[config.mk]
export PLATFORM = sky130hd
export DESIGN_NAME = ser_reg_port
export DESIGN_NICKNAME = d
export VERILOG_FILES = /design/src/rtl/ser_reg_pkg.sv /design/src/rtl/ser_reg_shift.sv /design/src/rtl/ser_reg_bank.sv /design/src/rtl/ser_reg_port.sv
export SDC_FILE = /design/constraint.sdc
export NUM_CORES = 1
export LEC_CHECK = 0
export BUFFER_PORTS_ARGS = -buffer_cell sky130_fd_sc_hd__buf_2
export CAP_MARGIN = 15
export CORE_ASPECT_RATIO = 1.2
export CORE_MARGIN = 4
export CORE_UTILIZATION = 55
export CTS_CLUSTER_DIAMETER = 150
export DETAILED_ROUTE_END_ITERATION = 8
export MAX_ROUTING_LAYER = met4
export PLACE_DENSITY = 0.76
export REMOVE_ABC_BUFFERS = 1
export SLEW_MARGIN = 20
export SYNTH_ARGS = -nofsm -noshare
export SYNTH_HDL_FRONTEND = slang
export SYNTH_SLANG_ARGS = --single-unit
export TNS_END_PERCENT = 1
[constraint.sdc]
create_clock -name sclk -period 2.3 [get_ports sclk]
set_clock_uncertainty 0.05 [all_clocks]
set_input_delay 0.345 -clock sclk [delete_from_list [all_inputs] [get_ports sclk]]
set_output_delay 0.345 -clock sclk [all_outputs]
set_load 0.1 [all_outputs]
[src/rtl/ser_reg_pkg.sv]
`timescale 1ns/1ps
package ser_reg_pkg;
  typedef enum logic [1:0] {PH_INSTR, PH_WRITE, PH_READ, PH_DONE} phase_t;

  localparam int ADDR_CTRL    = 0;
  localparam int ADDR_FIX_LO  = 1;
  localparam int ADDR_FIX_HI  = 2;
  localparam int ADDR_GAIN_LO = 3;
  localparam int ADDR_GAIN_HI = 4;
  localparam int ADDR_TRIG    = 5;
  localparam int ADDR_OFFS_HI = 6;

  localparam int BIT_FOURPIN  = 7;
  localparam int BIT_FIXSEL   = 6;
endpackage

[src/rtl/ser_reg_shift.sv]
`timescale 1ns/1ps
module ser_reg_shift
  import ser_reg_pkg::*;
#(
  parameter int AW = 5,
  parameter int DW = 8,
  parameter int CW = 2
) (
  input  logic          sclk,
  input  logic          rst_n,
  input  logic          cs_n,
  input  logic          sdi,
  input  logic [DW-1:0] rd_data,
  output logic [AW-1:0] cur_addr,
  output logic          wr_en,
  output logic [DW-1:0] wr_data,
  output logic          rd_phase,
  output logic          launch_en,
  output logic          launch_bit
);
  localparam int BW = $clog2(DW);

  function automatic logic [AW-1:0] step_addr(input logic [AW-1:0] a);
    return a + 1'b1;
  endfunction

  phase_t        phase;
  logic [BW-1:0] bit_cnt;
  logic [DW-2:0] shreg;
  logic [CW-1:0] left;
  logic [AW-1:0] addr;
  logic [DW-1:0] full_byte;
  logic          byte_done;

  assign full_byte = {shreg, sdi};
  assign byte_done = !cs_n && (bit_cnt == BW'(DW-1));
  assign wr_en     = byte_done && (phase == PH_WRITE);
  assign wr_data   = full_byte;
  assign cur_addr  = addr;
  assign rd_phase  = (phase == PH_READ);

  always_ff @(posedge sclk or negedge rst_n) begin
    if (!rst_n) begin
      phase   <= PH_INSTR;
      bit_cnt <= '0;
      shreg   <= '0;
      left    <= '0;
      addr    <= '0;
    end else if (cs_n) begin
      phase   <= PH_INSTR;
      bit_cnt <= '0;
      shreg   <= '0;
    end else begin
      bit_cnt <= byte_done ? '0 : bit_cnt + 1'b1;
      shreg   <= full_byte[DW-2:0];
      if (byte_done) begin
        case (phase)
          PH_INSTR: begin
            addr  <= full_byte[AW-1:0];
            left  <= full_byte[AW +: CW];
            phase <= full_byte[DW-1] ? PH_READ : PH_WRITE;
          end
          PH_WRITE, PH_READ: begin
            addr <= step_addr(addr);
            if (left == '0) phase <= PH_DONE;
            else            left  <= left - 1'b1;
          end
          default: ;
        endcase
      end
    end
  end

  always_ff @(negedge sclk or negedge rst_n) begin
    if (!rst_n) begin
      launch_en  <= 1'b0;
      launch_bit <= 1'b0;
    end else begin
      launch_en  <= !cs_n && (phase == PH_READ);
      launch_bit <= rd_data[BW'(DW-1) - bit_cnt];
    end
  end


  idle_reset_chk: assert property (@(posedge sclk) disable iff (!rst_n)
    cs_n |=> (phase == PH_INSTR && bit_cnt == '0));


  addr_step_chk: assert property (@(posedge sclk) disable iff (!rst_n)
    wr_en |=> (addr == step_addr($past(addr))));
endmodule

[src/rtl/ser_reg_bank.sv]
`timescale 1ns/1ps
module ser_reg_bank
  import ser_reg_pkg::*;
#(
  parameter int AW = 5,
  parameter int DW = 8
) (
  input  logic          sclk,
  input  logic          rst_n,
  input  logic          wr_en,
  input  logic [AW-1:0] addr,
  input  logic [DW-1:0] wr_data,
  output logic [DW-1:0] rd_data,
  output logic          four_pin,
  output logic          fix_en,
  output logic [2*DW-1:0] fix_word,
  output logic [2*DW-1:0] gain_word,
  output logic [2*DW-1:0] offs_word
);
  localparam int NREG = 1 << AW;

  logic [NREG-1:0][DW-1:0] regs;
  logic commit;

  assign commit = wr_en && (addr == AW'(ADDR_TRIG));

  for (genvar i = 0; i < NREG; i++) begin : g_reg
    localparam bit SHADOWED = (i == ADDR_GAIN_LO) || (i == ADDR_GAIN_HI);
    logic          hit;
    logic [DW-1:0] q;
    assign hit     = wr_en && (addr == AW'(i));
    assign regs[i] = q;
    if (SHADOWED) begin : g_sh
      logic [DW-1:0] pend;
      always_ff @(posedge sclk or negedge rst_n) begin
        if (!rst_n) begin
          pend <= '0;
          q    <= '0;
        end else begin
          if (hit)    pend <= wr_data;
          if (commit) q    <= pend;
        end
      end
    end else begin : g_pl
      always_ff @(posedge sclk or negedge rst_n) begin
        if (!rst_n)   q <= '0;
        else if (hit) q <= wr_data;
      end
    end
  end

  assign rd_data   = regs[addr];
  assign four_pin  = regs[ADDR_CTRL][BIT_FOURPIN];
  assign fix_en    = regs[ADDR_CTRL][BIT_FIXSEL];
  assign fix_word  = {regs[ADDR_FIX_HI], regs[ADDR_FIX_LO]};
  assign gain_word = {regs[ADDR_GAIN_HI], regs[ADDR_GAIN_LO]};
  assign offs_word = {regs[ADDR_OFFS_HI], regs[ADDR_TRIG]};


  gain_hold_chk: assert property (@(posedge sclk) disable iff (!rst_n)
    !commit |=> $stable(gain_word));


  write_land_chk: assert property (@(posedge sclk) disable iff (!rst_n)
    (wr_en && addr == AW'(ADDR_FIX_LO)) |=> (fix_word[DW-1:0] == $past(wr_data)));
endmodule

[src/rtl/ser_reg_port.sv]
`timescale 1ns/1ps
module ser_reg_port #(
  parameter int AW = 5,
  parameter int DW = 8,
  parameter int CW = 2
) (
  input  logic            sclk,
  input  logic            rst_n,
  input  logic            cs_n,
  input  logic            sdio_i,
  output logic            sdio_o,
  output logic            sdio_oe,
  output logic            sdo,
  input  logic [2*DW-1:0] data_in,
  output logic [2*DW-1:0] data_out,
  output logic [2*DW-1:0] gain_word,
  output logic [2*DW-1:0] offs_word
);
  localparam int WW = 2 * DW;

  function automatic logic [WW-1:0] pick_word(input logic sel,
                                              input logic [WW-1:0] fixed,
                                              input logic [WW-1:0] live);
    return sel ? fixed : live;
  endfunction

  logic [AW-1:0] cur_addr;
  logic          wr_en;
  logic [DW-1:0] wr_data;
  logic [DW-1:0] rd_data;
  logic          rd_phase;
  logic          launch_en;
  logic          launch_bit;
  logic          four_pin;
  logic          fix_en;
  logic [WW-1:0] fix_word;

  ser_reg_shift #(.AW(AW), .DW(DW), .CW(CW)) u_shift (
    .sclk       (sclk),
    .rst_n      (rst_n),
    .cs_n       (cs_n),
    .sdi        (sdio_i),
    .rd_data    (rd_data),
    .cur_addr   (cur_addr),
    .wr_en      (wr_en),
    .wr_data    (wr_data),
    .rd_phase   (rd_phase),
    .launch_en  (launch_en),
    .launch_bit (launch_bit)
  );

  ser_reg_bank #(.AW(AW), .DW(DW)) u_bank (
    .sclk      (sclk),
    .rst_n     (rst_n),
    .wr_en     (wr_en),
    .addr      (cur_addr),
    .wr_data   (wr_data),
    .rd_data   (rd_data),
    .four_pin  (four_pin),
    .fix_en    (fix_en),
    .fix_word  (fix_word),
    .gain_word (gain_word),
    .offs_word (offs_word)
  );

  assign sdio_o   = launch_bit;
  assign sdio_oe  = launch_en && !four_pin && !cs_n;
  assign sdo      = (launch_en && four_pin && !cs_n) ? launch_bit : 1'b0;
  assign data_out = pick_word(fix_en, fix_word, data_in);


  oe_phase_chk: assert property (@(posedge sclk) disable iff (!rst_n)
    sdio_oe |-> rd_phase);
endmodule

Yosys cells after proc, flatten, opt, wreduce, memory -nomap -nowiden
Cells that the tools add are included.

Word-level logic and storage cells: 152. Bits in latches: 0. RAM bits: 0. Register bits after elaboration: 293. Memories kept: 0. Memory bits (read-only): 0. Bits of input ports: 20.

Divide/modulo/power cells: 0. Add/sub/neg operators: 4. Shifts and indexed selects: 0. Reduce and logical (&&, ||, !) cells: 51. Eq/ne operators: 36. Bitwise logic cells: 1. Multiplexer cells: 17. $lt $le $gt $ge: 2. Multipliers: 0.

Operators with widths (count): $eq 5x5->1 const B (16); $bmux 8 s5 (1); $eq 5x4->1 const B (8); $logic_and 1x1->1 (39); $eq 5x3->1 const B (4); $mux 16 (1); $eq 5x2->1 const B (2); $mux 2 (5); $pmux 5 s2 (1); $mux 8 (1); $pmux 2 s2 (2); $mux 7 (1); $lt 5x6->1 const B (1); $mux 3 (2); $reduce_and 3->1 (2); $add 5x1->5 const B (1); $eq 5x1->1 const B (1); $logic_not 5->1 (1); $logic_not 2->1 (2); $lt 3x4->1 const B (1); $reduce_and 4->1 (1); $reduce_bool 2->1 (2); $add 3x1->3 const B (1); $bmux 1 s3 (1); 12 further kinds (14).

Longest topological paths before layout
Depth after elaboration: 5. Gate-level depth with buffers: 11. Gate-level depth less buffers: 8.

Modules after synthesis
A second synthesis with hierarchy kept.

Cell total of the unflattened synthesis: 988. Area, all modules: 13962.1 um^2.

Modules (own cells, without submodules): ser_reg_bank (instances 1, cells an instance 867, area an instance 12584.6 um^2); ser_reg_shift (instances 1, cells an instance 101, area an instance 1111.1 um^2); ser_reg_port (instances 1, cells an instance 20, area an instance 266.5 um^2).

==> run metrics <==
Final Net Count=1,207; Crit path arrival time=2.84 ns; Cell variety after synth=53; Buffers on Ports=70; setup violators final=43; Max FO, Critical Path=12; failing checks=negative setup slack; Most used DFF post-synth=dfrtp_1; power density over the cells=649 nW/µm²; Worst VDD drop=0.779 mV; Synth top area share=53.7%; Inst Count DP=1,455; worst slew pin tran=1.01 ns; height of the die=180 µm; Rel. slew slack=32.9%; initial antenna violation count=0; Reg clk slew, reported paths=0.06 ns; aggregate global routing overflow=0; core area=24,100 µm²; Synth Area in XOR/XNOR=0%; synthesis-to-finish area growth=24.4%; sequential share of the synthesized area=54.1%; startpoint types=flop; clk root buf=clkbuf_16; Compound-Gate Fraction of Synth Area=4.59%; combinational family with the most area after synthesis=multiplexers; n_diodes=0; CTS buffer count=29; worst setup margin=-1.35 ns; hold_ws=0.0273 ns; Crit Path Class=reg2reg; CTS tree=done; Post-Synth Adder-Cell Area=1.20%; Die Wd=151 µm; WL/cell=22.8 µm; first-pass GRT wire length=54,400 µm; Worst Path Required=1.50 ns; Initial DRC Count=702; routed via count=9,136; Final Power=11,000 µW; max-slew violation count=0; layout cells sized above 1=54.0%; Synth Area in Simple Gates=5.04%; Mapped Cells=959; pre-CTS WS=-1.49 ns; Post-synth EDFFs=0; H-tree levels=1; Std-Cell Rows=62; total clock sinks=293; die area=27,200 µm²; mux share of post-synthesis cell area=32.3%; Synth Warn #=0; synth top area cells=dfrtp_1 (54%), mux2_2 (22%), mux4_2 (7.6%); Critical Path Sink Type=flop; routability cong.=0.918; CTS max path bufs=3; most frequent cells after synthesis=dfrtp_1 (291), mux2_2 (263), nand2_1 (82), mux4_2 (46), clkbuf_1 (44); cell area after synthesis=13,600 µm²; Detail Route Antenna Nets=0; final wirelength=34,600 µm; GRT Total Usage=26.4%; Post-DP HPWL=22,800 µm; DRC=0; average via count per standard cell=6.02; # IOs=71; asr flop ratio synth=100%; Synth area leader=dfrtp_1; initial core utilization=56.2%; most numerous cell in the Yosys netlist=dfrtp_1; RSZ-0062 raised after global routing=yes; clock latency on the worst-skew pair=0.56 ns; fin cells=1,517; router iterations before antenna repair=5; Synth Area per Inst=14.1 µm²; synthesized flop and latch total=293; vias in the first global route=9,846; max-cap violations=0; P_leak=0.00843 µW; largest net degree at the start of global routing=148; Hold Path Class=in2reg; final hold vios=0; outcome=finished with violations
[cell families after synthesis]
group,count (synthesis)
adder cells (fa/ha/maj),13
buffers and inverters,79
AO/OA/AOI/OAI,97
multiplexers,335
AND/OR/NAND/NOR,142
flip-flops,293
[metal layers]
metal | wire length, µm | GRT usage, % | part of all wire [%]
met5 | 0 | - | 0
met4 | 1500 | 11.1 | 4.3
met2 | 17800 | 43.3 | 51
met3 | 1950 | 4.33 | 5.6
met1 | 13400 | 32.5 | 39
[through the flow]
step,setup TNS (ns),utilization [%],cell area (µm²)
floorplan,-509.75,-,13200
global placement,-19.50,64.1,15500
detailed placement,-27.41,64.1,15500
CTS,-5.28,68.7,16600
global route,-8.90,69.9,16900
finish,-5.71,69.9,16900
[cell type report]
class,instances,area (µm²)
Sequential cell,293,7340
Fill cell,1515,7250
Multi-Input combinational cell,587,6080
Timing Repair Buffer,253,2060
Clock buffer,42,825
Tap cell,320,400
Clock inverter,12,121
Inverter,10,37.5
[power by group]
group | switching, µW | internal (µW) | total (µW)
clock | 1980 | 2710 | 4690
combinational | 604 | 418 | 1020
sequential | 57.5 | 5180 | 5240
[registers in the layout, indices dropped and copies added, names as in the netlist]
signal	cells
u_shift.bit_cnt	3
u_shift.launch_en	1
u_shift.phase	2
u_bank.g.q	256
u_shift.shreg	7
u_shift.left	2
u_shift.launch_bit	1
u_shift.cur_addr	5
u_bank.g.g_sh.pend	16
[layout by cell type, fill, tap and decap left out, drive strengths merged, types with 2 or more instances in the layout]
| cell | n |
|---|---|
| a2111oi | 2 |
| a21oi | 10 |
| a221oi | 4 |
| a22o | 4 |
| a22oi | 7 |
| a31oi | 3 |
| and3 | 12 |
| buf | 252 |
| bufinv | 2 |
| clkbuf | 42 |
| clkinv | 6 |
| clkinvlp | 3 |
| dfrtn | 2 |
| dfrtp | 291 |
| ha | 13 |
| inv | 11 |
| mux2 | 266 |
| mux2i | 16 |
| mux4 | 53 |
| nand2 | 82 |
| nand2b | 2 |
| nand3 | 10 |
| nor2 | 6 |
| nor2b | 14 |
| nor3 | 5 |
| nor3b | 3 |
| nor4b | 2 |
| o21ai | 42 |
| o221ai | 4 |
| o22ai | 9 |
[path summary, 6_finish.rpt]
kind                                  startpoint               endpoint  slack (ns)  depth (start not counted)
min in group asynchronous                  rst_n   u_bank.g_reg[4].q[0]        0.46                          3
hold / removal                              cs_n       u_shift.shreg[2]        0.03                          2
hold reg to reg            u_bank.g_reg[22].q[0]  u_bank.g_reg[22].q[0]        0.43                          2
setup reg to reg             u_shift.cur_addr[0]     u_shift.launch_bit       -1.35                          9
setup / recovery             u_shift.cur_addr[0]     u_shift.launch_bit       -1.35                          9
max in group asynchronous                  rst_n      u_shift.launch_en        0.85                          2
[timing repair]
action	4_1_cts	5_1_grt
endpoints found under the setup margin	237	239
setup buffers	5	2
hold buffers	1	0
endpoints found under the hold margin	203	0
resized for setup	34	71
pin swaps	5	10
[critical path: stages, from the launching register on]
cell	delay, ns
dfrtp_4	0.49
buf_12	0.15
buf_4	0.15
buf_12	0.15
mux4_2	0.43
a22o_1	0.28
a211oi_1	0.20
o32a_1	0.19
a31oi_1	0.08
a31o_1	0.19
(Power assumes the default switching activity.)
